[config.mk]
export PLATFORM = sky130hd
export DESIGN_NAME = clk_src_ctl
export DESIGN_NICKNAME = d
export VERILOG_FILES = /design/src/rtl/clk_src_pkg.sv /design/src/rtl/clk_src_rules.sv /design/src/rtl/clk_src_regs.sv /design/src/rtl/clk_src_ctl.sv
export SDC_FILE = /design/constraint.sdc
export NUM_CORES = 1
export LEC_CHECK = 0
export BUFFER_PORTS_ARGS = -buffer_cell sky130_fd_sc_hd__clkbuf_2
export CAP_MARGIN = 20
export CORE_MARGIN = 5
export CORE_UTILIZATION = 42
export DETAILED_ROUTE_END_ITERATION = 12
export GPL_ROUTABILITY_DRIVEN = 1
export PLACE_DENSITY = 0.76
export SKIP_CTS_REPAIR_TIMING = 1
export SYNTH_ARGS = -nofsm -noshare
export SYNTH_HDL_FRONTEND = slang
export SYNTH_SLANG_ARGS = --single-unit
export TNS_END_PERCENT = 30
[constraint.sdc]
create_clock -name clk -period 1.6 [get_ports clk]
set_input_delay 0 -clock clk [delete_from_list [all_inputs] [get_ports clk]]
set_output_delay 0 -clock clk [all_outputs]
set_load 0.01 [all_outputs]
[src/rtl/clk_src_pkg.sv]
package clk_src_pkg;

  localparam int NUM_OSC = 3;
  localparam int OSC_RC = 0;
  localparam int OSC_XT = 1;
  localparam int OSC_LO = 2;
  localparam int CFG_HS_BIT = NUM_OSC;
  localparam int CFG_SYS_BIT = NUM_OSC + 1;
  localparam int CFG_W = NUM_OSC + 2;

  localparam int ADR_CFG = 0;
  localparam int ADR_GATE = 1;
  localparam int ADR_STAT = 2;

  typedef struct packed {
    logic sysSel;
    logic hsSel;
    logic [NUM_OSC-1:0] en;
  } srcCfg_t;

  typedef struct packed {
    logic cfgLoad;
    logic gateLoad;
    logic errSet;
    logic errClr;
  } ctrlStrobe_t;

  function automatic srcCfg_t cfgFromBits(input logic [CFG_W-1:0] b);
    srcCfg_t c;
    c.en = b[NUM_OSC-1:0];
    c.hsSel = b[CFG_HS_BIT];
    c.sysSel = b[CFG_SYS_BIT];
    return c;
  endfunction

endpackage

[src/rtl/clk_src_rules.sv]
module clk_src_rules
  import clk_src_pkg::*;
#(
  parameter int ADDR_W = 2,
  parameter int GATE_W = 2
) (
  input  logic              wrEn,
  input  logic [ADDR_W-1:0] wrAddr,
  input  logic [CFG_W-1:0]  wrData,
  input  logic              curHsSel,
  input  logic              curSysSel,
  input  logic [GATE_W-1:0] gateVal,
  output ctrlStrobe_t       strobe
);

  localparam logic [GATE_W-1:0] GATE_ALL = '1;

  srcCfg_t newCfg;
  logic curActiveKept;
  logic hsLocked;
  logic newHsOn;
  logic newSysOn;
  logic legal;
  logic isCfg;

  always_comb begin
    newCfg = cfgFromBits(wrData);
    // the oscillator feeding the system clock right now must stay enabled
    if (curSysSel) curActiveKept = newCfg.en[OSC_LO];
    else curActiveKept = curHsSel ? newCfg.en[OSC_XT] : newCfg.en[OSC_RC];
    hsLocked = (newCfg.hsSel != curHsSel) && (gateVal != GATE_ALL);
    newHsOn = newCfg.hsSel ? newCfg.en[OSC_XT] : newCfg.en[OSC_RC];
    newSysOn = !newCfg.sysSel || newCfg.en[OSC_LO];
    legal = curActiveKept && !hsLocked && newHsOn && newSysOn;
    isCfg = wrEn && (wrAddr == ADDR_W'(ADR_CFG));
    strobe.cfgLoad = isCfg && legal;
    strobe.errSet = isCfg && !legal;
    strobe.gateLoad = wrEn && (wrAddr == ADDR_W'(ADR_GATE));
    strobe.errClr = wrEn && (wrAddr == ADDR_W'(ADR_STAT)) && wrData[0];
  end

endmodule

[src/rtl/clk_src_regs.sv]
module clk_src_regs
  import clk_src_pkg::*;
#(
  parameter int ADDR_W = 2,
  parameter int GATE_W = 2
) (
  input  logic               clk,
  input  logic               rstN,
  input  ctrlStrobe_t        strobe,
  input  logic [CFG_W-1:0]   wrData,
  input  logic [ADDR_W-1:0]  rdAddr,
  input  logic [NUM_OSC-1:0] oscRdy,
  input  logic               haltIn,
  input  logic               sleepIn,
  output srcCfg_t            cfgQ,
  output logic [GATE_W-1:0]  gateQ,
  output logic               errQ,
  output logic               hsMuxQ,
  output logic               sysMuxQ,
  output logic [CFG_W-1:0]   rdData,
  output logic               coreClkOn,
  output logic               sysClkOn
);

  localparam srcCfg_t CFG_RESET = '{sysSel: 1'b0, hsSel: 1'b0,
                                    en: NUM_OSC'(1 << OSC_RC)};

  logic hsMuxD;
  logic sysMuxD;
  logic sysTgtRdy;

  always_ff @(posedge clk or negedge rstN) begin
    if (!rstN) begin
      cfgQ <= CFG_RESET;
      gateQ <= '1;
      errQ <= 1'b0;
    end else begin
      if (strobe.cfgLoad) cfgQ <= cfgFromBits(wrData);
      if (strobe.gateLoad) gateQ <= wrData[GATE_W-1:0];
      if (strobe.errSet) errQ <= 1'b1;
      else if (strobe.errClr) errQ <= 1'b0;
    end
  end

  always_comb begin
    hsMuxD = hsMuxQ;
    if (cfgQ.hsSel ? oscRdy[OSC_XT] : oscRdy[OSC_RC]) hsMuxD = cfgQ.hsSel;
    if (cfgQ.sysSel) sysTgtRdy = oscRdy[OSC_LO];
    else sysTgtRdy = (hsMuxQ == cfgQ.hsSel) &&
                     (hsMuxQ ? oscRdy[OSC_XT] : oscRdy[OSC_RC]);
    sysMuxD = sysTgtRdy ? cfgQ.sysSel : sysMuxQ;
  end

  always_ff @(posedge clk or negedge rstN) begin
    if (!rstN) begin
      hsMuxQ <= 1'b0;
      sysMuxQ <= 1'b0;
    end else begin
      hsMuxQ <= hsMuxD;
      sysMuxQ <= sysMuxD;
    end
  end

  always_comb begin
    case (rdAddr)
      ADDR_W'(ADR_CFG):  rdData = cfgQ;
      ADDR_W'(ADR_GATE): rdData = CFG_W'(gateQ);
      ADDR_W'(ADR_STAT): rdData = CFG_W'({sysMuxQ, hsMuxQ, errQ});
      default:           rdData = '0;
    endcase
  end

  assign coreClkOn = !(haltIn || sleepIn);
  assign sysClkOn = !sleepIn;

endmodule

[src/rtl/clk_src_ctl.sv]
module clk_src_ctl
  import clk_src_pkg::*;
#(
  parameter int ADDR_W = 2,
  parameter int GATE_W = 2
) (
  input  logic               clk,
  input  logic               rstN,
  input  logic               wrEn,
  input  logic [ADDR_W-1:0]  wrAddr,
  input  logic [CFG_W-1:0]   wrData,
  input  logic [ADDR_W-1:0]  rdAddr,
  output logic [CFG_W-1:0]   rdData,
  input  logic [NUM_OSC-1:0] oscRdy,
  input  logic               haltIn,
  input  logic               sleepIn,
  output logic [NUM_OSC-1:0] oscEn,
  output logic               hsMuxSel,
  output logic               sysMuxSel,
  output logic [GATE_W-1:0]  pclkGate,
  output logic               coreClkOn,
  output logic               sysClkOn
);

  ctrlStrobe_t strobe;
  srcCfg_t cfgQ;
  logic errFlag;
  logic cfgHsSel;
  logic cfgSysSel;

  assign cfgHsSel = cfgQ.hsSel;
  assign cfgSysSel = cfgQ.sysSel;
  assign oscEn = cfgQ.en;

  clk_src_rules #(.ADDR_W(ADDR_W), .GATE_W(GATE_W)) u_rules (
    .wrEn(wrEn), .wrAddr(wrAddr), .wrData(wrData),
    .curHsSel(cfgHsSel), .curSysSel(cfgSysSel),
    .gateVal(pclkGate), .strobe(strobe)
  );

  clk_src_regs #(.ADDR_W(ADDR_W), .GATE_W(GATE_W)) u_regs (
    .clk(clk), .rstN(rstN), .strobe(strobe), .wrData(wrData),
    .rdAddr(rdAddr), .oscRdy(oscRdy), .haltIn(haltIn), .sleepIn(sleepIn),
    .cfgQ(cfgQ), .gateQ(pclkGate), .errQ(errFlag), .hsMuxQ(hsMuxSel),
    .sysMuxQ(sysMuxSel), .rdData(rdData), .coreClkOn(coreClkOn),
    .sysClkOn(sysClkOn)
  );

endmodule

Word level (Yosys, flattened, before mapping)
Index checks and enable logic that the tools add are counted.

Add/sub/neg operators: 0. Multiply operators: 0. Divide/modulo/power cells: 0. $lt $le $gt $ge: 0. Equal/unequal tests: 7. Shift operators: 0. Multiplexer cells: 9. Bitwise operators: 0. Reduce and logical (&&, ||, !) cells: 21.

Operator list (count): 5-bit one-hot mux with 3 select lines (1); 1-bit logical AND (11); 1-bit 2-to-1 mux (8); 1-bit logical NOT (5); 2-bit by 1-bit equality test with 1-bit output, second input constant (2); 2-bit equality test, second input constant (2); 2-bit logical NOT (2); 1-bit logical OR (2); 2-bit != test, second input constant (1); 2-bit nonzero test (1); 1-bit equality test (1); 1-bit != test (1).

Register bits: 10. Latch bits: 0. Bits in writable memories: 0. Bits in read-only memories: 0. Logic and storage cells: 44. Memories kept: 0.

Logic depth before layout (Yosys ltp)
Depth after elaboration: 9. Depth in mapped cells: 4. Mapped depth without buffers: 4.

Modules after synthesis
From an unflattened synthesis, not the netlist that was laid out.

Cells, all modules: 52. Area total of the unflattened synthesis: 571.8 um^2.

Modules (own cells, without submodules): clk_src_regs (instances 1, cells an instance 40, area an instance 476.7 um^2, seq. area each 254.0 um^2); clk_src_rules (instances 1, cells an instance 12, area an instance 95.1 um^2, seq. area each 0.0 um^2).

Worst setup path after synthesis
No wires, ideal clock.

Path type: reg-to-reg. Start: register u_regs.cfgQ[3] (netlist name). End: register u_regs.cfgQ[1] (netlist name). Arrival: 1.189 ns. Slack: 0.287 ns. Stages on the path, launching flop included: 5. Period minus slack after synthesis: 1.313 ns. Cell sequence: dfrtp_1 > nand3_1 > o21ai_0 > o211ai_2 > mux2_2.

Longest elaborated chain between the ends: 7.

Ends and longest elaborated chain: 1-bit != test (RTL line clk_src_rules.sv:31) `hsLocked = (newCfg.hsSel != curHsSel) && (gateVal != GATE_ALL);`; 1-bit logical AND (RTL line clk_src_rules.sv:31); 1-bit logical NOT (RTL line clk_src_rules.sv:34) `legal = curActiveKept && !hsLocked && newHsOn && newSysOn;`; 1-bit logical AND (*) (3 in a row) (RTL line clk_src_rules.sv:34); 1-bit logical AND (*) (RTL line clk_src_rules.sv:36) `strobe.cfgLoad = isCfg && legal;`.

Every way passes the cells marked *; elsewhere a longest branch is shown, timed or not. A chain may end at the register's enable or synchronous reset.

Worst setup path in the final report
Start: register u_regs.cfgQ[3] (netlist name). End: register u_regs.cfgQ[4] (netlist name).

Longest elaborated chain between the ends: 7.

Ends and longest elaborated chain (RTL line): 1-bit != test (clk_src_rules.sv:31); 1-bit logical AND (clk_src_rules.sv:31); 1-bit logical NOT (clk_src_rules.sv:34); 1-bit logical AND (*) (3 in a row) (clk_src_rules.sv:34); 1-bit logical AND (*) (clk_src_rules.sv:36).

Marks and branches as above.

==> impl_metrics.json <==
{
  "yosysUniqueCellTypes": 22,
  "drt_pre_antenna_iters": 4,
  "timing.max_slew.rel_slack_pct": 79.6,
  "post_layout_nonfiller_instances": 108,
  "boundaryPins": 31,
  "crit_chain": "nand3_1 > o21ai_0 > o211ai_2 > mux2_2",
  "core_region_area_um2": 1280,
  "final.period_utilization_pct": 91.2,
  "ff_latch_area_um2": 254,
  "cts_buffers": 3,
  "total_of_fill_cells_in_the_finished_design": 111,
  "power_density_nw_per_um2": 1340,
  "yosysWarnings": 0,
  "placement.io_buffers": 30,
  "fin_worst_skew_ns": 0.00131,
  "drt-initial-drc-count": 7,
  "critical_path.max_stage_delay_ns": 0.45,
  "routed_wire_length_per_instance_um": 13.3,
  "status": "completed",
  "clock_sink_count": 10,
  "floorplan.die_area_um2": 2180,
  "layout_common_cells": "clkbuf_2, dfrtp_1, o21ai_0, mux2_2, dlygate4sd3_1",
  "rsz0062_at_grt": "false",
  "cp.required_ns": 1.75,
  "grt_pass1_wl_um": 2100,
  "syn-mean-instance-area_um2": 10.5,
  "worst_skew_pair.late_latency_ns": 0.26,
  "chipWidth_um": 46.7,
  "dp_hpwl_um": 1070,
  "most_frequent_standard_cell_in_the_layout_excluding_fill_and_tap_cells": "clkbuf_2",
  "max-clock-path-buffers": 2,
  "die_y_um": 46.7,
  "grt_start_max_net_pins": 11,
  "critical_path.max_fanout": 8,
  "cp_slowest_cell": "dfrtp_1",
  "grt_antenna_before_repair": 0,
  "buffer_cell_driving_the_clock_tree_root": "clkbuf_4",
  "timing_worst_setup_path_type": "reg2reg",
  "mappedNetlistArea_um2": 566,
  "max_freq_ghz": 0.686,
  "cap_violations": 0,
  "timing.critical_path.to_type": "flip-flop",
  "number_of_placed_cells_counting_well_taps": 98,
  "antennaDiodeCount": 0,
  "global_route.peak_usage_layer": "met2",
  "finalHoldViolations": 0,
  "synth_ff_type": "dfrtp_1",
  "htree_levels": 1,
  "post_route_cells_drive_above_1_share_pct": 49.5,
  "yosys_register_bits": 10,
  "final.setup.tns_ns": 0,
  "min_period_ns": 1.46,
  "cts_tree": "done",
  "holdCritPathClass": "in2reg",
  "slew_violations": 0,
  "nets": 111,
  "grtUsageMet3_pct": 5.86,
  "global_route.overflow_total": 0,
  "crit_arrival_ns": 1.61,
  "globalplace.congestion": 0.751,
  "synth_edf_count": 0,
  "clk_pin_slew_worst_paths_ns": 0.07,
  "drc": 0,
  "post_drt_via_cell_ratio": 5.31,
  "route.antenna.remaining_nets": 0,
  "critical-path-top-delay-family": "flip-flops",
  "row_count": 13,
  "area_growth_syn_to_layout_pct": 46.2,
  "worst_ir_drop_vdd_v": 0.000692,
  "vias_post_dr": 574,
  "synth_async_sr_flop_share_pct": 100,
  "grt.met1_usage_pct": 18.0,
  "area_occupied_by_multi_input_gates_um2": 300,
  "setup-violations-final": 0,
  "grt_pass1_vias": 480,
  "mappedNetlistNets": 71,
  "met2_usage_pct": 20.6,
  "timing.critical_path.buf_inv": 0,
  "crit_path_start_kind": "flip-flop",
  "initial_core_util_pct": 44.0,
  "drt-total-wl_um": 1440,
  "global_route.usage.total_pct": 14.4,
  "worstMarginPinSlew_ns": 0.303,
  "p_leak_uw": 0.000407,
  "synth.yosys.seq_area_share_pct": 44.9,
  "netlist_instances": 54,
  "timing.reg2reg.setup_slack_ns": 0.14
}
[synth_stat cells (all sizes together) (2+ instances only)]
cell    n  area [um2]
a22o    2        17.5
o21ai   6        30.0
nand2b  3        18.8
o211ai  3        27.5
nor2    2        7.51
mux2i   3        30.0
nor3b   3        27.5
inv     2        7.51
nand3   2        10.0
dfstp   3        78.8
dfrtp   7         175
mux2    6        67.6
nand2   5        18.8
[path summary, 6_finish.rpt]
check,cells after the start,endpoint,startpoint
worst max-delay path,4,u_regs.cfgQ[4],u_regs.cfgQ[3]
worst min-delay path,2,u_regs.cfgQ[3],wrData[3]
worst max register to register,4,u_regs.cfgQ[4],u_regs.cfgQ[3]
worst min register to register,2,u_regs.gateQ[1],u_regs.gateQ[1]
max in group asynchronous,2,u_regs.cfgQ[0],rstN
min in group asynchronous,2,u_regs.cfgQ[3],rstN
[flip-flops by register name, summed over array words and instances (netlist names)]
register and cells:
u_regs.sysMuxQ 1, u_regs.errQ 1, u_regs.gateQ 2, u_regs.hsMuxQ 1, u_regs.cfgQ 5
[power breakdown]
part           total, uW  leakage, uW  switching [uW]  internal, uW
Sequential           485     0.000115             118           368
Clock                225    0.0000210            87.1           138
Combinational        397     0.000271             187           210
[logic make-up after synthesis]
| family | count (synthesis) | share of synthesized area (%) |
|---|---|---|
| simple gates | 19 | 19.7 |
| compound gates | 13 | 16.2 |
| flops | 10 | 44.9 |
| mux | 9 | 17.3 |
| buf+inv | 3 | 1.99 |
[area by class of cell]
class                      count  share of cell area, %
tap                           15                   2.27
clock buffer                   4                   4.39
timing repair buffer          36                   25.4
multi-input combinational     41                   36.3
inverter                       2                  0.908
sequential                    10                   30.7
[worst reg2reg max path, stage by stage, from the launching register on]
cell      delay [ns]
dfrtp_1         0.45
nand3_1         0.09
o21ai_0         0.13
o211ai_2        0.30
mux2_2          0.38
[routing by layer]
layer  part of all wire [%]  routed length [um]
met3                     10                 146
met1                     38                 546
met2                     50                 717
met4                    1.8                  26
met5                      0                   0
[through the flow]
stage / setup slack [ns] / hold WS (ns) / utilization, % / cell area (um2) / total power [uW]
2_1_floorplan: 0.287 / -0.296 / - / 566 / 690
3_3_place_gp: 0.210 / -0.125 / 56.9 / 731 / 856
3_5_place_dp: 0.165 / -0.123 / 56.9 / 731 / 871
4_1_cts: 0.156 / -0.412 / 59.7 / 767 / 1100
5_1_grt: 0.0457 / 0.0192 / 64.4 / 827 / 1190
6_report: 0.141 / 0.0202 / 64.4 / 827 / 1110
Power figures use the tool's default switching activity.
